$ cat config.mk
export PLATFORM = sky130hd
export DESIGN_NAME = wbuf_chain_alloc
export DESIGN_NICKNAME = d
export VERILOG_FILES = /design/src/rtl/wbuf_chain_alloc.sv
export SDC_FILE = /design/constraint.sdc
export NUM_CORES = 1
export LEC_CHECK = 0
export ABC_AREA = 1
export ABC_CLOCK_PERIOD_IN_PS = 8080
export BUFFER_PORTS_ARGS = -buffer_cell sky130_fd_sc_hd__buf_2
export CORE_MARGIN = 8
export CORE_UTILIZATION = 65
export DETAILED_ROUTE_END_ITERATION = 16
export PLACE_DENSITY = 0.88
export SYNTH_ARGS = -nofsm -noshare
export SYNTH_HDL_FRONTEND = slang
export SYNTH_SLANG_ARGS = --single-unit
$ cat constraint.sdc
create_clock -name clk -period 8.08 [get_ports clk]
set_input_delay 0.404 -clock clk [delete_from_list [all_inputs] [get_ports clk]]
set_output_delay 0.404 -clock clk [all_outputs]
set_load 0.03 [all_outputs]
$ cat src/rtl/wbuf_chain_alloc.sv
module wbuf_chain_alloc #(
  parameter int NBLK   = 16,
  parameter int NLAYER = 4,
  localparam int IDW   = $clog2(NBLK),
  localparam int LW    = $clog2(NLAYER)
) (
  input  logic           clk,
  input  logic           rst_n,
  input  logic           alloc_req,
  input  logic [LW-1:0]  alloc_layer,
  input  logic           take_req,
  input  logic [LW-1:0]  take_layer,
  input  logic           rel_req,
  input  logic [IDW-1:0] rel_id,
  output logic           alloc_ok,
  output logic           alloc_err,
  output logic [IDW-1:0] alloc_id,
  output logic           take_ok,
  output logic           take_err,
  output logic [IDW-1:0] take_id,
  output logic           rel_err
);

  logic [IDW-1:0] stk  [NBLK];
  logic [IDW-1:0] nxt  [NBLK];
  logic [IDW-1:0] head [NLAYER];
  logic [IDW-1:0] tail [NLAYER];
  logic [IDW:0]   cnt;
  logic [IDW:0]   top;
  logic [NBLK-1:0]   free_map;
  logic [NLAYER-1:0] live;

  logic           a_go, t_go, r_go, t_last, same_layer, a_append;
  logic [IDW-1:0] new_id, old_head, head_next;

  assign top        = cnt - 1'b1;
  assign a_go       = alloc_req && (cnt != '0);
  assign new_id     = stk[top[IDW-1:0]];
  assign r_go       = rel_req && !free_map[rel_id];
  assign t_go       = take_req && live[take_layer];
  assign old_head   = head[take_layer];
  assign head_next  = nxt[old_head];
  assign t_last     = (old_head == tail[take_layer]);
  assign same_layer = t_go && (take_layer == alloc_layer);
  assign a_append   = a_go && live[alloc_layer] && !(same_layer && t_last);

  always_ff @(posedge clk) begin
    if (!rst_n) begin
      for (int i = 0; i < NBLK; i++) stk[i] <= IDW'(i);
      cnt      <= (IDW+1)'(NBLK);
      free_map <= '1;
    end else begin
      if (a_go && r_go) begin
        stk[top[IDW-1:0]] <= rel_id;
      end else if (a_go) begin
        cnt <= cnt - 1'b1;
      end else if (r_go) begin
        stk[cnt[IDW-1:0]] <= rel_id;
        cnt <= cnt + 1'b1;
      end
      if (a_go) free_map[new_id] <= 1'b0;
      if (r_go) free_map[rel_id] <= 1'b1;
    end
  end

  always_ff @(posedge clk) begin
    if (a_append) nxt[tail[alloc_layer]] <= new_id;
  end

  always_ff @(posedge clk) begin
    if (!rst_n) begin
      live <= '0;
      for (int l = 0; l < NLAYER; l++) begin
        head[l] <= '0;
        tail[l] <= '0;
      end
    end else begin
      for (int l = 0; l < NLAYER; l++) begin
        if (a_go && alloc_layer == LW'(l)) begin
          if (!a_append) begin
            head[l] <= new_id;
            tail[l] <= new_id;
            live[l] <= 1'b1;
          end else begin
            tail[l] <= new_id;
            if (same_layer) head[l] <= head_next;
          end
        end else if (t_go && take_layer == LW'(l)) begin
          if (t_last) live[l] <= 1'b0;
          else        head[l] <= head_next;
        end
      end
    end
  end

  always_ff @(posedge clk) begin
    if (!rst_n) begin
      alloc_ok  <= 1'b0;
      alloc_err <= 1'b0;
      alloc_id  <= '0;
      take_ok   <= 1'b0;
      take_err  <= 1'b0;
      take_id   <= '0;
      rel_err   <= 1'b0;
    end else begin
      alloc_ok  <= a_go;
      alloc_err <= alloc_req && !a_go;
      alloc_id  <= a_go ? new_id : '0;
      take_ok   <= t_go;
      take_err  <= take_req && !t_go;
      take_id   <= t_go ? old_head : '0;
      rel_err   <= rel_req && !r_go;
    end
  end

endmodule

Yosys cells after proc, flatten, opt, wreduce, memory -nomap -nowiden
Memories as Yosys holds them, arrays and structs flattened.
Index checks and enable logic that the tools add are counted.
Storage, ports and cells
  register bits: 38
  word-level logic and storage cells: 226
  memories: 4
  output and inout port bits: 13
  memory bits (writable): 160
  input port bits: 13
Memories
  nxt: depth 16, width 4, rd ports 1, clocked after Yosys merged registers in 0, wr ports 1, line 25  | logic [IDW-1:0] nxt [NBLK];
  stk: depth 16, width 4, rd ports 1, clocked after Yosys merged registers in 0, wr ports 16, line 24  | logic [IDW-1:0] stk [NBLK];
  head: depth 4, width 4, rd ports 1, clocked after Yosys merged registers in 0, wr ports 4, line 26  | logic [IDW-1:0] head [NLAYER];
  tail: depth 4, width 4, rd ports 2, clocked after Yosys merged registers in 0, wr ports 4, line 27  | logic [IDW-1:0] tail [NLAYER];
Operators by class
  multiplexer cells: 118
  reduce and logical (&&, ||, !) cells: 47
  $lt $le $gt $ge: 6
  add/sub/neg operators: 2
  bitwise gates (word level): 24
  eq/ne operators: 12
Operators with widths (count)
  2-to-1 mux 4 bit: 24
  2-to-1 mux 1 bit: 84
  2-to-1 mux 16 bit: 3
  logical AND 1 bit: 21
  bitwise OR 1 bit: 20
  nonzero test 2 bit: 9
  AND 16 bit: 1
  NOT 16 bit: 1
  bitwise OR 16 bit: 1
  AND reduction 3 bit: 4
  < comparator 4 x 5 -> 1 bit (second input constant): 2
  2-to-1 mux 5 bit: 2
  demux 1 bit (select 4 bit): 2
  equality test 2 bit (second input constant): 4
  greater-or-equal comparator 4 x 1 -> 1 bit (second input constant): 2
  inequality test 2 bit (second input constant): 4
  OR reduction 4 bit: 2
  < comparator 2 x 3 -> 1 bit (second input constant): 2
  AND reduction 2 bit: 3
  adder 5 x 1 -> 5 bit (second input constant): 1
  zero test 1 bit: 5
  nonzero test 5 bit: 1
  subtractor 5 x 1 -> 5 bit (second input constant): 1
  binary-select mux 1 bit (select 2 bit): 2
  other kinds (6): 8

Longest topological paths before layout
Gate-level depths: netlist of the first run.
  depth after elaboration: 14
  mapped depth: 18
  gate-level depth less buffers: 18

Worst setup path after synthesis of the first run
No wires, ideal clock.
  path kind: input to register
  start: in rel_id[1]
  end: mem stk[15][0] (netlist bit), enable pin
  data required time: 7.719 ns
  setup slack: 5.160 ns
  stages: 16
  buffers on the path: 0
  library setup time: 0.361 ns
  arrival time: 2.558 ns
  cell sequence: clkinv_1 > nor2_1 > a22oi_1 > nand2_1 > nand2_1 > nand2_1 > nor3_2 > ha_1 > nand2_1 > inv_1 > nand2_1 > o21ai_1 > inv_1 > nor2_1 > inv_2 > o21ai_0
RTL lines
  start: declaration: line 14  | input logic [IDW-1:0] rel_id,
  end: declaration: line 24

Worst setup path after layout of the first run
  start: reg cnt[0]
  end: reg free_map[14]
Between the ends
  cells in the longest elaborated chain, start to end: 12
  elaborated cells on any way between the ends: 15
  those cells by class: add/sub: 1; order compare: 2; mux: 5; bitwise: 3; reduce/logical: 3; memory: 1
Ends and longest elaborated chain
  start: declaration: line 28  | logic [IDW:0] cnt;
  start signal: assignment: line 50  | cnt <= (IDW+1)'(NBLK);
  start signal: assignment: line 56  | cnt <= cnt - 1'b1;
  start signal: assignment: line 59  | cnt <= cnt + 1'b1;
  subtractor 5 x 1 -> 5 bit *
  memory read (16 x 4 bit) *
  named net new_id[2]: line 34  | logic [IDW-1:0] new_id, old_head, head_next;
  < comparator 4 x 5 -> 1 bit (not written as such) or greater-or-equal comparator 4 x 1 -> 1 bit (tied branches): line 61  | if (a_go) free_map[new_id] <= 1'b0;
  logical AND 1 bit (not written as such): line 61
  2-to-1 mux 1 bit (not written as such): line 61
  demux 1 bit (select 4 bit) *: line 61
  NOT 16 bit (no line) *
  AND 16 bit (no line) *
  2-to-1 mux 16 bit *: line 61
  2-to-1 mux 16 bit *: line 48  | if (!rst_n) begin
  bitwise OR 16 bit (no line)
  2-to-1 mux 16 bit *: line 62  | if (r_go) free_map[rel_id] <= 1'b1;
  end signal: assignment: line 51  | free_map <= '1;
  end signal: indexed assignment: line 61
  end signal: indexed assignment: line 62
  end: declaration: line 30  | logic [NBLK-1:0] free_map;
The timed path passes the listed nets; every way through them passes the cells marked *. The select of a mux whose other input is x is not followed.
A chain may end at the register's enable or synchronous reset.

==> impl_metrics.prom, run 1 <==
# TYPE chip_impl_metric gauge
chip_impl_info{name="run_status",value="finished clean"} 1
chip_impl_metric{name="antennaDiodeCount",unit=""} 0
chip_impl_metric{name="cts.hold.buffers_added",unit=""} 0
chip_impl_metric{name="totalPowerFinal",unit="W"} 0.00281
chip_impl_metric{name="post_route_cells_drive_above_1_share",unit=""} 0.109
chip_impl_metric{name="boundaryPins",unit=""} 26
chip_impl_info{name="yosysMostFrequentCell",value="sky130_fd_sc_hd__nand2_1"} 1
chip_impl_metric{name="multiInputGateArea",unit="um2"} 3850
chip_impl_metric{name="postCtsSetupBuffers",unit=""} 0
chip_impl_metric{name="synth-edff-count",unit=""} 160
chip_impl_metric{name="async_flop_share",unit=""} 0
chip_impl_metric{name="fillers",unit=""} 1188
chip_impl_info{name="ys_top_cells_by_count",value="sky130_fd_sc_hd__nand2_1 (319), sky130_fd_sc_hd__nor2_1 (171), sky130_fd_sc_hd__edfxtp_1 (160), sky130_fd_sc_hd__inv_1 (130), sky130_fd_sc_hd__nand3_1 (106)"} 1
chip_impl_metric{name="finish.net_count",unit=""} 1213
chip_impl_metric{name="max-slew-margin-rel",unit=""} 0.251
chip_impl_metric{name="row_count",unit=""} 46
chip_impl_metric{name="drv.max_cap_violation_count",unit=""} 0
chip_impl_info{name="holdCritPathClass",value="in2reg"} 1
chip_impl_info{name="startpoint_type",value="register"} 1
chip_impl_metric{name="synthesized_flop_and_latch_total",unit=""} 198
chip_impl_metric{name="drt_first_pass_iters",unit=""} 5
chip_impl_metric{name="clk_transition_reported_paths",unit="ps"} 70
chip_impl_metric{name="power.leakage",unit="nW"} 4.50
chip_impl_metric{name="area_growth_syn_to_layout",unit="%"} 6.40
chip_impl_info{name="hold_path.startpoint",value="take_req"} 1
chip_impl_metric{name="fmaxAchievable",unit="MHz"} 238
chip_impl_metric{name="final.min_clock_period",unit="ps"} 4210
chip_impl_metric{name="port_buffers",unit=""} 25
chip_impl_metric{name="critical_path_arrival",unit="ps"} 4500
chip_impl_metric{name="place.detailed.hpwl",unit="mm"} 15.6
chip_impl_metric{name="globalRouteTotalUtil",unit=""} 0.238
chip_impl_metric{name="sequential_cell_area",unit="um2"} 5570
chip_impl_info{name="synth.largest_area_cell",value="sky130_fd_sc_hd__edfxtp_1"} 1
chip_impl_info{name="path_type_of_the_worst_setup_path",value="reg2reg"} 1
chip_impl_metric{name="grt_pass1_wl",unit="mm"} 37.5
chip_impl_metric{name="synth_top_area_frac",unit=""} 0.468
chip_impl_metric{name="post_synth_num_cell_types",unit=""} 44
chip_impl_metric{name="timing_max_transition_violations_final",unit=""} 0
chip_impl_metric{name="path_max_fanout",unit=""} 38
chip_impl_info{name="critical_register_to_register_path_endpoint",value="free_map[14]"} 1
chip_impl_info{name="yosys_most_used_dff",value="sky130_fd_sc_hd__edfxtp_1"} 1
chip_impl_metric{name="timing.setup.tns",unit="ps"} 0
chip_impl_metric{name="largest_net_degree_at_the_start_of_global_routing",unit=""} 58
chip_impl_info{name="post_synth_main_area_contributors",value="sky130_fd_sc_hd__edfxtp_1 (47%), sky130_fd_sc_hd__nand2_1 (12%), sky130_fd_sc_hd__dfxtp_1 (7.4%)"} 1
chip_impl_metric{name="total_power_density_per_cell_area",unit="nW/um2"} 258
chip_impl_metric{name="global_route_total_overflow",unit=""} 0
chip_impl_metric{name="worst_reg2reg_path_depth",unit=""} 10
chip_impl_metric{name="total_routed_length",unit="mm"} 23.2
chip_impl_metric{name="die_y",unit="um"} 142
chip_impl_metric{name="synth_sequential_area_ratio",unit=""} 0.543
chip_impl_metric{name="pre_cts_slack",unit="ps"} 3970
chip_impl_metric{name="routed_via_density",unit=""} 5.71
chip_impl_info{name="end_point_of_the_critical_path",value="free_map[14]"} 1
chip_impl_metric{name="postCtsResizedCells",unit=""} 0
chip_impl_metric{name="cts_made_buffers",unit=""} 17
chip_impl_info{name="clk_root_buffer_cell",value="sky130_fd_sc_hd__clkbuf_16"} 1
chip_impl_info{name="cp-startpoint",value="cnt[0]"} 1
chip_impl_metric{name="final_period_utilization",unit=""} 0.521
chip_impl_info{name="worstReg2RegStart",value="cnt[0]"} 1
chip_impl_metric{name="routabilityCongestion",unit=""} 0.948
chip_impl_metric{name="die_w",unit="um"} 142
chip_impl_metric{name="routed-via-count",unit=""} 8122
chip_impl_metric{name="first_iter_violations",unit=""} 976
chip_impl_metric{name="irDropWorstVdd",unit="mV"} 0.167
chip_impl_metric{name="setup_ws",unit="ps"} 3870
chip_impl_metric{name="avgSynthCellArea",unit="um2"} 8.60
chip_impl_metric{name="synth.cell_area",unit="um2"} 10300
chip_impl_metric{name="cts.sinks",unit=""} 198
chip_impl_metric{name="core",unit="um2"} 15700
chip_impl_metric{name="die_area",unit="um2"} 20100
chip_impl_metric{name="setup_viol_count_final",unit=""} 0
chip_impl_metric{name="synth_fp_nets",unit=""} 1211
chip_impl_metric{name="r2r_setup_slack",unit="ps"} 3870
chip_impl_metric{name="worst_skew_pair.late_latency",unit="ps"} 440
chip_impl_metric{name="antenna_violations_before_repair",unit=""} 0
chip_impl_metric{name="finalClockSkew",unit="ps"} 13.1
chip_impl_metric{name="ctsLongestPathBuffers",unit=""} 2
chip_impl_metric{name="initial_utilization",unit=""} 0.655
chip_impl_metric{name="grt_pass1_vias",unit=""} 7563
chip_impl_info{name="grt_setup_unrepaired",value="no"} 1
chip_impl_info{name="cp-end-kind",value="register"} 1
chip_impl_metric{name="finalHoldViolations",unit=""} 0
chip_impl_metric{name="syn-instance-count",unit=""} 1193
chip_impl_metric{name="antenna_violating_nets_post_route",unit=""} 0
chip_impl_metric{name="actual_slew_at_the_worst_max_slew_pin",unit="ps"} 1120
chip_impl_metric{name="final-instance-count-excl-fill",unit=""} 1423
chip_impl_metric{name="number_of_placed_cells_counting_well_taps",unit=""} 1392
chip_impl_metric{name="cts_htree_levels",unit=""} 4
chip_impl_metric{name="synth_warnings",unit=""} 0
chip_impl_info{name="cts_tree",value="built"} 1
chip_impl_metric{name="route.detailed.drc",unit=""} 0
chip_impl_metric{name="detail_route.wl_per_cell",unit="um"} 16.3
chip_impl_metric{name="required_time_at_the_worst_slack_endpoint",unit="ps"} 8370
## kinds of logic (layout without fill, tap and decap cells)
family,Yosys count,after routing,synth area share
adders and majority gates,5,5,0.00610
xor gates and xnor gates,5,5,0.00500
DFF,198,198,0.543
and+or+nand+nor,678,678,0.298
AOI/OAI and AO/OA,116,116,0.0661
buffers and inverters,191,205,0.0822
## cell type report
class                      count  area share
clock inverter                13     0.00929
clock buffer                  18      0.0393
multi-input combinational    804       0.353
timing repair buffer          27      0.0128
sequential                   198       0.510
inverter                     147      0.0512
tap                          216      0.0248
## how the worst min path moves through the flow
stage / depth (start not counted) / endpoint / slack (ps)
5_1_grt: 3 / take_err / 230
6_report: 3 / take_err / 210
3_3_place_gp: 2 / free_map[0] / 450
3_5_place_dp: 2 / free_map[2] / 450
2_1_floorplan: 2 / free_map[15] / 420
4_1_cts: 3 / take_err / 200
## power breakdown
group / internal [W] / switching (W) / leakage [nW]
clock: 0.000396 / 0.000376 / 0.256
sequential: 0.00125 / 0.0000388 / 1.77
combinational: 0.000170 / 0.000577 / 2.47
total: 0.00182 / 0.000992 / 4.50
## registers in the layout (all words and copies together), names as in the netlist, 5 cells and up
name      count
stk          64
nxt          64
free_map     16
head         16
cnt           5
tail         16
## worst max-delay path: stages (launching register included)
cell and delay (ps):
sky130_fd_sc_hd__dfxtp_1 1060, sky130_fd_sc_hd__inv_4 340, sky130_fd_sc_hd__ha_1 350, sky130_fd_sc_hd__xnor2_1 670, sky130_fd_sc_hd__inv_1 330, sky130_fd_sc_hd__o211ai_1 200, sky130_fd_sc_hd__nand3_1 110, sky130_fd_sc_hd__nand2_2 390
sky130_fd_sc_hd__nand3_1 220, sky130_fd_sc_hd__o21ai_0 250, sky130_fd_sc_hd__nand3_1 110
## through the flow
step	hold WS [ps]	utilization	area (um2)
floorplan	420	-	10300
global placement	447	0.663	10400
detailed placement	448	0.663	10400
CTS	203	0.697	10900
global route	228	0.697	10900
finish	211	0.697	10900
## cells in the final DEF, fill, tap and decap left out, types with 4 or more instances in the layout
master,instances
sky130_fd_sc_hd__o211ai_1,20
sky130_fd_sc_hd__nand4_2,4
sky130_fd_sc_hd__buf_2,25
sky130_fd_sc_hd__nor2_1,171
sky130_fd_sc_hd__nand3_1,106
sky130_fd_sc_hd__a21oi_1,8
sky130_fd_sc_hd__inv_1,130
sky130_fd_sc_hd__ha_1,5
sky130_fd_sc_hd__dfxtp_1,38
sky130_fd_sc_hd__o21ai_0,46
sky130_fd_sc_hd__nand3_2,7
sky130_fd_sc_hd__nor2_4,7
sky130_fd_sc_hd__nand2_4,6
sky130_fd_sc_hd__o21ai_1,24
sky130_fd_sc_hd__nor2_2,6
sky130_fd_sc_hd__clkinv_4,4
sky130_fd_sc_hd__inv_2,10
sky130_fd_sc_hd__a22oi_1,11
sky130_fd_sc_hd__edfxtp_1,160
sky130_fd_sc_hd__nand4_1,19
sky130_fd_sc_hd__clkbuf_16,17
sky130_fd_sc_hd__clkinv_1,5
sky130_fd_sc_hd__nand2_1,319
sky130_fd_sc_hd__nand2_2,25
## routing by layer
layer,wire (um),global-route usage
met4,557,0.102
met1,9150,0.294
met2,11600,0.407
met3,1900,0.0407
met5,0,0
No activity file was read; power rests on OpenSTA's default activity.
==> run 2, diff against run 1 <==
Settings changed: ABC_AREA 1 to 0, ABC_CLOCK_PERIOD_IN_PS 8080 to 3400, CORE_UTILIZATION 65 to 56, PLACE_DENSITY 0.88 to 0.82.
Clock period 8.08 ns to 3.4 ns, I/O delays scaled along.
==> run 2 against run 1 <==
Against the previous run:
- utilization down 6.6 points
- combinational power up 130%
- synthesized cell count down 41%
- clock power up 150%
- sequential share of layout area up 2.9 points
- area after synthesis down 10%
- non-clock buffer count up 39
- clock-buffer cell count up 1
- hold slack worse by 200 ps
- clock skew about the same
- maximum frequency up 30%
==> impl_metrics.prom, run 2 <==
# TYPE chip_impl_metric gauge
chip_impl_info{name="startpoint_type",value="register"} 1
chip_impl_metric{name="grt_pass1_wl",unit="mm"} 32.5
chip_impl_info{name="worstReg2RegStart",value="free_map[0]"} 1
chip_impl_metric{name="finish.net_count",unit=""} 762
chip_impl_metric{name="globalRouteTotalUtil",unit=""} 0.207
chip_impl_metric{name="grt_pass1_vias",unit=""} 6017
chip_impl_info{name="cp-end-kind",value="register"} 1
chip_impl_metric{name="sequential_cell_area",unit="um2"} 5570
chip_impl_metric{name="place.detailed.hpwl",unit="mm"} 14.1
chip_impl_metric{name="final-instance-count-excl-fill",unit=""} 978
chip_impl_metric{name="final.min_clock_period",unit="ps"} 3240
chip_impl_info{name="cp-startpoint",value="free_map[0]"} 1
chip_impl_metric{name="drt_first_pass_iters",unit=""} 5
chip_impl_info{name="clk_root_buffer_cell",value="sky130_fd_sc_hd__clkbuf_16"} 1
chip_impl_info{name="yosys_most_used_dff",value="sky130_fd_sc_hd__edfxtp_1"} 1
chip_impl_metric{name="internal-power",unit="W"} 0.00453
chip_impl_metric{name="max-slew-margin-rel",unit=""} 0.508
chip_impl_metric{name="synthAdderAreaFrac",unit=""} 0.00678
chip_impl_metric{name="routed_via_density",unit=""} 6.20
chip_impl_metric{name="core",unit="um2"} 16300
chip_impl_metric{name="synth_warnings",unit=""} 0
chip_impl_metric{name="cts_htree_levels",unit=""} 4
chip_impl_metric{name="drv.max_cap_violation_count",unit=""} 0
chip_impl_metric{name="synth_xor_xnor_area_share",unit=""} 0.0133
chip_impl_metric{name="timing.setup.tns",unit="ps"} 0
chip_impl_metric{name="synth_top_area_frac",unit=""} 0.520
chip_impl_metric{name="clk_transition_reported_paths",unit="ps"} 70
chip_impl_metric{name="number_of_placed_cells_counting_well_taps",unit=""} 944
chip_impl_metric{name="antenna_violating_nets_post_route",unit=""} 0
chip_impl_metric{name="pwr-share-clk",unit=""} 0.289
chip_impl_metric{name="setup_viol_count_final",unit=""} 0
chip_impl_metric{name="r2r_setup_slack",unit="ps"} 160
chip_impl_metric{name="cts_made_buffers",unit=""} 17
chip_impl_metric{name="route.detailed.drc",unit=""} 0
chip_impl_metric{name="power.leakage",unit="nW"} 3.47
chip_impl_metric{name="actual_slew_at_the_worst_max_slew_pin",unit="ps"} 733
chip_impl_metric{name="finalHoldViolations",unit=""} 0
chip_impl_metric{name="power.share.sequential",unit=""} 0.454
chip_impl_metric{name="finalClockSkew",unit="ps"} 13.2
chip_impl_info{name="critical_register_to_register_path_endpoint",value="stk[2][1]"} 1
chip_impl_info{name="grt_setup_unrepaired",value="no"} 1
chip_impl_metric{name="die_w",unit="um"} 144
chip_impl_metric{name="largest_net_degree_at_the_start_of_global_routing",unit=""} 35
chip_impl_metric{name="switching_power_share_of_the_total",unit=""} 0.313
chip_impl_metric{name="boundaryPins",unit=""} 26
chip_impl_metric{name="routed-via-count",unit=""} 6063
chip_impl_metric{name="fillers",unit=""} 1246
chip_impl_metric{name="synth_mux_area_frac",unit=""} 0.147
chip_impl_metric{name="syn-instance-count",unit=""} 705
chip_impl_metric{name="timing_max_transition_violations_final",unit=""} 0
chip_impl_metric{name="synth_fp_nets",unit=""} 723
chip_impl_metric{name="multiInputGateArea",unit="um2"} 3430
chip_impl_metric{name="post_synth_num_cell_types",unit=""} 53
chip_impl_metric{name="path_max_fanout",unit=""} 16
chip_impl_info{name="holdCritPathClass",value="in2reg"} 1
chip_impl_info{name="run_status",value="finished clean"} 1
chip_impl_metric{name="detail_route.wl_per_cell",unit="um"} 21.0
chip_impl_metric{name="antenna_violations_before_repair",unit=""} 0
chip_impl_metric{name="postCtsSetupBuffers",unit=""} 0
chip_impl_metric{name="first_iter_violations",unit=""} 694
chip_impl_metric{name="routabilityCongestion",unit=""} 0.883
chip_impl_metric{name="synthesized_flop_and_latch_total",unit=""} 198
chip_impl_metric{name="critical_path_arrival",unit="ps"} 3420
chip_impl_metric{name="die_y",unit="um"} 144
chip_impl_metric{name="fmaxAchievable",unit="MHz"} 309
chip_impl_metric{name="combPwrFrac",unit=""} 0.257
chip_impl_info{name="post_synth_main_area_contributors",value="sky130_fd_sc_hd__edfxtp_1 (52%), sky130_fd_sc_hd__mux4_2 (8.8%), sky130_fd_sc_hd__dfxtp_1 (8.2%)"} 1
chip_impl_metric{name="irDropWorstVdd",unit="mV"} 0.489
chip_impl_info{name="layout_common_cells",value="sky130_fd_sc_hd__edfxtp_1 (160), sky130_fd_sc_hd__nor2_1 (67), sky130_fd_sc_hd__nand2_1 (46)"} 1
chip_impl_metric{name="die_area",unit="um2"} 20900
chip_impl_info{name="mostFrequentLayoutCell",value="sky130_fd_sc_hd__edfxtp_1"} 1
chip_impl_metric{name="synth-compound-area-share",unit=""} 0.0733
chip_impl_metric{name="global_route_total_overflow",unit=""} 0
chip_impl_metric{name="row_count",unit=""} 47
chip_impl_metric{name="synth-simple-area-share",unit=""} 0.129
chip_impl_metric{name="worst_skew_pair.late_latency",unit="ps"} 440
chip_impl_info{name="yosysMostFrequentCell",value="sky130_fd_sc_hd__edfxtp_1"} 1
chip_impl_metric{name="total_power_density_per_cell_area",unit="nW/um2"} 639
chip_impl_metric{name="ctsLongestPathBuffers",unit=""} 2
chip_impl_metric{name="post_route_cells_drive_above_1_share",unit=""} 0.211
chip_impl_info{name="path_type_of_the_worst_setup_path",value="reg2reg"} 1
chip_impl_metric{name="required_time_at_the_worst_slack_endpoint",unit="ps"} 3580
chip_impl_metric{name="area_growth_syn_to_layout",unit="%"} 11.8
chip_impl_metric{name="cts.sinks",unit=""} 198
chip_impl_metric{name="worst_reg2reg_path_depth",unit=""} 10
chip_impl_info{name="synth.largest_area_cell",value="sky130_fd_sc_hd__edfxtp_1"} 1
chip_impl_info{name="ys_top_cells_by_count",value="sky130_fd_sc_hd__edfxtp_1 (160), sky130_fd_sc_hd__nor2_1 (67), sky130_fd_sc_hd__nand2_1 (48), sky130_fd_sc_hd__o21ai_0 (43), sky130_fd_sc_hd__mux2i_1 (40)"} 1
chip_impl_metric{name="async_flop_share",unit=""} 0
chip_impl_metric{name="total_routed_length",unit="mm"} 20.6
chip_impl_metric{name="initial_utilization",unit=""} 0.565
chip_impl_metric{name="synth.cell_area",unit="um2"} 9230
chip_impl_metric{name="synth_sequential_area_ratio",unit=""} 0.603
chip_impl_info{name="cts_tree",value="built"} 1
chip_impl_info{name="end_point_of_the_critical_path",value="stk[2][1]"} 1
chip_impl_metric{name="p_switching",unit="W"} 0.00206
chip_impl_info{name="synth_top_family_by_area",value="multiplexers"} 1
chip_impl_metric{name="final_period_utilization",unit=""} 0.953
chip_impl_metric{name="synth-edff-count",unit=""} 160
chip_impl_metric{name="avgSynthCellArea",unit="um2"} 13.1
chip_impl_metric{name="port_buffers",unit=""} 25
## run 2: cell types whose count changed in the layout (fill, tap and decap cells not counted), sizes merged, moves of 36 or more
cell,before,now
buf,27,65
mux2i,0,43
mux4,0,36
nor2,186,67
nand3,114,10
inv,147,19
nand2,350,48
## run 2: critical path, stage by stage, from the launching register on
cell and delay, ps:
sky130_fd_sc_hd__dfxtp_1 320, sky130_fd_sc_hd__mux4_2 440, sky130_fd_sc_hd__mux4_2 490, sky130_fd_sc_hd__nand2b_1 220
sky130_fd_sc_hd__inv_2 110, sky130_fd_sc_hd__ha_1 220, sky130_fd_sc_hd__nand2_1 90, sky130_fd_sc_hd__nand2_1 120
sky130_fd_sc_hd__xnor2_1 100, sky130_fd_sc_hd__or2_2 460, sky130_fd_sc_hd__or3_1 410
## run 2: worst min path at each step
stage,from,to,slack [ps],cells past startpoint
final,take_req,take_err,10,3
after global routing,take_req,take_err,30,3
after CTS,take_req,take_err,4,3
after detailed placement,alloc_req,alloc_err,410,3
after global placement,alloc_req,alloc_err,410,3
after floorplan,alloc_req,alloc_err,280,2
## run 2: cells by family after synthesis
kind of cell	Yosys count
AOI/OAI and AO/OA	103
xor gates and xnor gates	14
adders and majority gates	5
buffers and inverters	62
DFF	198
muxes	88
and+or+nand+nor	235
## run 2: what timing repair did
action	CTS	global route
hold buffers	1	0
endpoints found under the hold margin	1	0
endpoints found under the setup margin	0	22
gates resized for setup	0	6
## run 2: power groups by stage
stage	clock (W)	sequential, W	combinational (W)
after floorplan	0	0.00304	0.00111
after global placement	0	0.00303	0.00160
after detailed placement	0	0.00304	0.00166
after CTS	0.00192	0.00299	0.00167
after global routing	0.00201	0.00300	0.00181
final	0.00191	0.00299	0.00169
## run 2: metal layers
| metal | wire length (um) | GRT usage | vias to the layer above |
|---|---|---|---|
| met5 | 0 | 0 | - |
| met4 | 648 | 0.0942 | 0 |
| met3 | 1180 | 0.0413 | 60 |
| met2 | 10600 | 0.357 | 259 |
| met1 | 8140 | 0.246 | 3014 |
| li1 | - | - | 2730 |
## run 2: cell type report
| type | instances | area share |
|---|---|---|
| timing repair buffer | 66 | 0.0422 |
| clock buffer | 19 | 0.0419 |
| tap | 220 | 0.0267 |
| clock inverter | 13 | 0.0118 |
| antenna | 1 | 0.000242 |
| sequential | 198 | 0.539 |
| inverter | 16 | 0.00582 |
| multi-input combinational | 445 | 0.332 |
## run 2: through the flow
stage	total power [W]	instance area, um2	worst slack, ps	util	hold slack [ps]
4_1_cts	0.00658	10300	113	0.630	3.88
5_1_grt	0.00682	10300	42.7	0.631	27.8
2_1_floorplan	0.00415	9240	-17.4	-	284
6_report	0.00659	10300	160	0.631	10.9
3_3_place_gp	0.00463	9740	182	0.596	414
3_5_place_dp	0.00470	9740	73.6	0.596	414
==> run 3, diff against run 2 <==
Settings changed: ABC_AREA 0 to 1, CAP_MARGIN set to 20, CORE_UTILIZATION 56 to 57, CTS_CLUSTER_DIAMETER set to 80, PLACE_DENSITY 0.82 to 0.83.
==> run 3 against run 2 <==
Against the previous run:
- cell area up 7.5%
- setup slack improved by 400 ps
- sequential cell count unchanged
- critical path depth is 3 higher
- clock-buffer cell count shrank 1
- non-clock buffer count fell by 25
- final cell count grew 48%
- register-to-register slack better by 400 ps
- global-route usage increased by 1.2 points
- clock power up 4%
- utilization decreased by 0.94 points
- die area increased by 8.1%
==> impl_metrics.prom, run 3 (synthesized netlist as in run 1, its figures left out) <==
# TYPE chip_impl_metric gauge
chip_impl_info{name="run_status",value="finished clean"} 1
chip_impl_info{name="critical_path.most_common_cell",value="sky130_fd_sc_hd__inv_1"} 1
chip_impl_info{name="mostFrequentLayoutCell",value="sky130_fd_sc_hd__nand2_1"} 1
chip_impl_metric{name="antennaDiodeCount",unit=""} 0
chip_impl_metric{name="actual_slew_at_the_worst_max_slew_pin",unit="ps"} 630
chip_impl_metric{name="place.detailed.hpwl",unit="mm"} 16.4
chip_impl_metric{name="timing.setup.tns",unit="ps"} 0
chip_impl_metric{name="final_period_utilization",unit=""} 0.836
chip_impl_metric{name="row_count",unit=""} 49
chip_impl_metric{name="hold_path_depth",unit=""} 3
chip_impl_metric{name="drv.max_cap_violation_count",unit=""} 0
chip_impl_metric{name="routed_via_density",unit=""} 5.64
chip_impl_metric{name="die_area",unit="um2"} 22500
chip_impl_info{name="layout_common_cells",value="sky130_fd_sc_hd__nand2_1 (319), sky130_fd_sc_hd__nor2_1 (171), sky130_fd_sc_hd__edfxtp_1 (160)"} 1
chip_impl_metric{name="total_power_density_per_cell_area",unit="nW/um2"} 626
chip_impl_metric{name="die_w",unit="um"} 150
chip_impl_metric{name="area_growth_syn_to_layout",unit="%"} 8.16
chip_impl_metric{name="antenna_violations_before_repair",unit=""} 0
chip_impl_metric{name="port_buffers",unit=""} 25
chip_impl_metric{name="globalRouteTotalUtil",unit=""} 0.219
chip_impl_metric{name="route.detailed.drc",unit=""} 0
chip_impl_info{name="cp-startpoint",value="cnt[1]"} 1
chip_impl_metric{name="initial_utilization",unit=""} 0.575
chip_impl_info{name="critPathSlowestCell",value="sky130_fd_sc_hd__dfxtp_1"} 1
chip_impl_info{name="clk_root_buffer_cell",value="sky130_fd_sc_hd__clkbuf_16"} 1
chip_impl_metric{name="max-slew-margin-rel",unit=""} 0.580
chip_impl_metric{name="path_max_fanout",unit=""} 7
chip_impl_metric{name="final_instance_area",unit="um2"} 11100
chip_impl_metric{name="required_time_at_the_worst_slack_endpoint",unit="ps"} 3530
chip_impl_metric{name="first_iter_violations",unit=""} 820
chip_impl_info{name="timing.hold.worst_endpoint",value="rel_err"} 1
chip_impl_metric{name="critPathMaxStageDelay",unit="ps"} 330
chip_impl_metric{name="critical_path_arrival",unit="ps"} 2970
chip_impl_info{name="path_type_of_the_worst_setup_path",value="reg2reg"} 1
chip_impl_info{name="critical_register_to_register_path_endpoint",value="stk[7][3]"} 1
chip_impl_metric{name="irDropWorstVdd",unit="mV"} 0.528
chip_impl_metric{name="worst_reg2reg_path_depth",unit=""} 13
chip_impl_metric{name="cts_htree_levels",unit=""} 4
chip_impl_metric{name="final.min_clock_period",unit="ps"} 2840
chip_impl_metric{name="global_route_total_overflow",unit=""} 0
chip_impl_metric{name="r2r_setup_slack",unit="ps"} 560
chip_impl_info{name="critical-path-top-delay-family",value="simple AND/OR/NAND/NOR gates"} 1
chip_impl_metric{name="die_y",unit="um"} 150
chip_impl_metric{name="drt_first_pass_iters",unit=""} 6
chip_impl_metric{name="number_of_placed_cells_counting_well_taps",unit=""} 1417
chip_impl_info{name="hold_path.startpoint",value="rel_req"} 1
chip_impl_metric{name="wl_met3",unit="mm"} 2.08
chip_impl_metric{name="routed-via-count",unit=""} 8187
chip_impl_metric{name="setup_viol_count_final",unit=""} 0
chip_impl_metric{name="detailroute.wirelength.met2",unit="mm"} 11.8
chip_impl_metric{name="routabilityCongestion",unit=""} 0.914
chip_impl_info{name="grt_setup_unrepaired",value="no"} 1
chip_impl_metric{name="wirelength_met1",unit="mm"} 9.34
chip_impl_metric{name="grt_pass1_vias",unit=""} 7877
chip_impl_metric{name="post_route_cells_drive_above_1_share",unit=""} 0.119
chip_impl_metric{name="boundaryPins",unit=""} 26
chip_impl_metric{name="worst-path-buf-inv",unit=""} 4
chip_impl_info{name="cp-end-kind",value="register"} 1
chip_impl_info{name="holdCritPathClass",value="in2reg"} 1
chip_impl_metric{name="total_routed_length",unit="mm"} 23.8
chip_impl_metric{name="grt_pass1_wl",unit="mm"} 38.4
chip_impl_metric{name="worst_skew_pair.late_latency",unit="ps"} 440
chip_impl_metric{name="power.leakage",unit="nW"} 4.59
chip_impl_metric{name="finalClockSkew",unit="ps"} 12.1
chip_impl_metric{name="final-instance-count-excl-fill",unit=""} 1451
chip_impl_info{name="cts_tree",value="built"} 1
chip_impl_metric{name="antenna_violating_nets_post_route",unit=""} 0
chip_impl_metric{name="cts_made_buffers",unit=""} 17
chip_impl_info{name="top_layer",value="met4"} 1
chip_impl_metric{name="ctsLongestPathBuffers",unit=""} 2
chip_impl_metric{name="largest_net_degree_at_the_start_of_global_routing",unit=""} 38
chip_impl_metric{name="detail_route.wl_per_cell",unit="um"} 16.4
chip_impl_metric{name="postCtsResizedCells",unit=""} 0
chip_impl_metric{name="core",unit="um2"} 17800
chip_impl_metric{name="clk_transition_reported_paths",unit="ps"} 70
chip_impl_info{name="startpoint_type",value="register"} 1
chip_impl_metric{name="finalHoldViolations",unit=""} 0
chip_impl_metric{name="post_dp_cell_area",unit="um2"} 10500
chip_impl_info{name="worstReg2RegStart",value="cnt[1]"} 1
chip_impl_info{name="timing.critical_path.cells",value="inv_1 -> ha_1 -> nand3b_1 -> nand2_2 -> ha_1 -> nand2_1 -> o21ai_0 -> inv_1 -> nor2_1 -> inv_1 -> nor2_1 -> inv_1 -> nand2_1"} 1
chip_impl_metric{name="fmaxAchievable",unit="MHz"} 352
chip_impl_metric{name="finish.net_count",unit=""} 1227
chip_impl_metric{name="cts.sinks",unit=""} 198
chip_impl_metric{name="timing_max_transition_violations_final",unit=""} 0
run 3: report_power, final:
group | switching (W) | internal [W] | total [W]
clock network | 0.000930 | 0.00105 | 0.00198
logic | 0.00146 | 0.000438 | 0.00190
registers | 0.0000797 | 0.00298 | 0.00306
total | 0.00247 | 0.00447 | 0.00694
run 3: layer usage:
| layer | up-vias | global-route usage |
|---|---|---|
| li1 | 3937 | - |
| met1 | 3817 | 0.265 |
| met2 | 373 | 0.376 |
| met3 | 60 | 0.0484 |
| met4 | 0 | 0.0825 |
| met5 | - | 0 |
run 3: layout make-up:
class	instances	area [um2]
fill	1466	6750
sequential	198	5570
multi-input combinational	804	3850
inverter	147	559
clock buffer	18	439
tap	229	287
timing repair buffer	41	250
clock inverter	14	145
run 3: per-stage QoR:
stage	util	setup WS (ps)	total power, W	hold WS [ps]
2_1_floorplan	-	714	0.00437	289
3_3_place_gp	0.588	511	0.00492	426
3_5_place_dp	0.588	407	0.00497	430
4_1_cts	0.622	589	0.00693	81.9
5_1_grt	0.622	250	0.00724	102
6_report	0.622	558	0.00694	114
run 3: worst max-delay path by stage:
stage / to / depth (start not counted)
after floorplan: stk[15][0] / 16
after global routing: stk[7][3] / 13
after detailed placement: stk[15][0] / 16
after global placement: stk[15][0] / 16
final: stk[7][3] / 13
after CTS: stk[7][3] / 13
run 3: timing repair:
action                    CTS  global route
hold endpoints to repair    2             0
hold buffers                2             0
buffers inserted            0             0
run 3: worst reg2reg max path, delay by kind of cell, from the launching register on:
kind	cells	cell delay [ps]
AND/OR/NAND/NOR	6	1030
flip-flops	1	330
AO/OA/AOI/OAI	1	320
buffers and inverters	4	480
adder cells (fa/ha/maj)	2	350
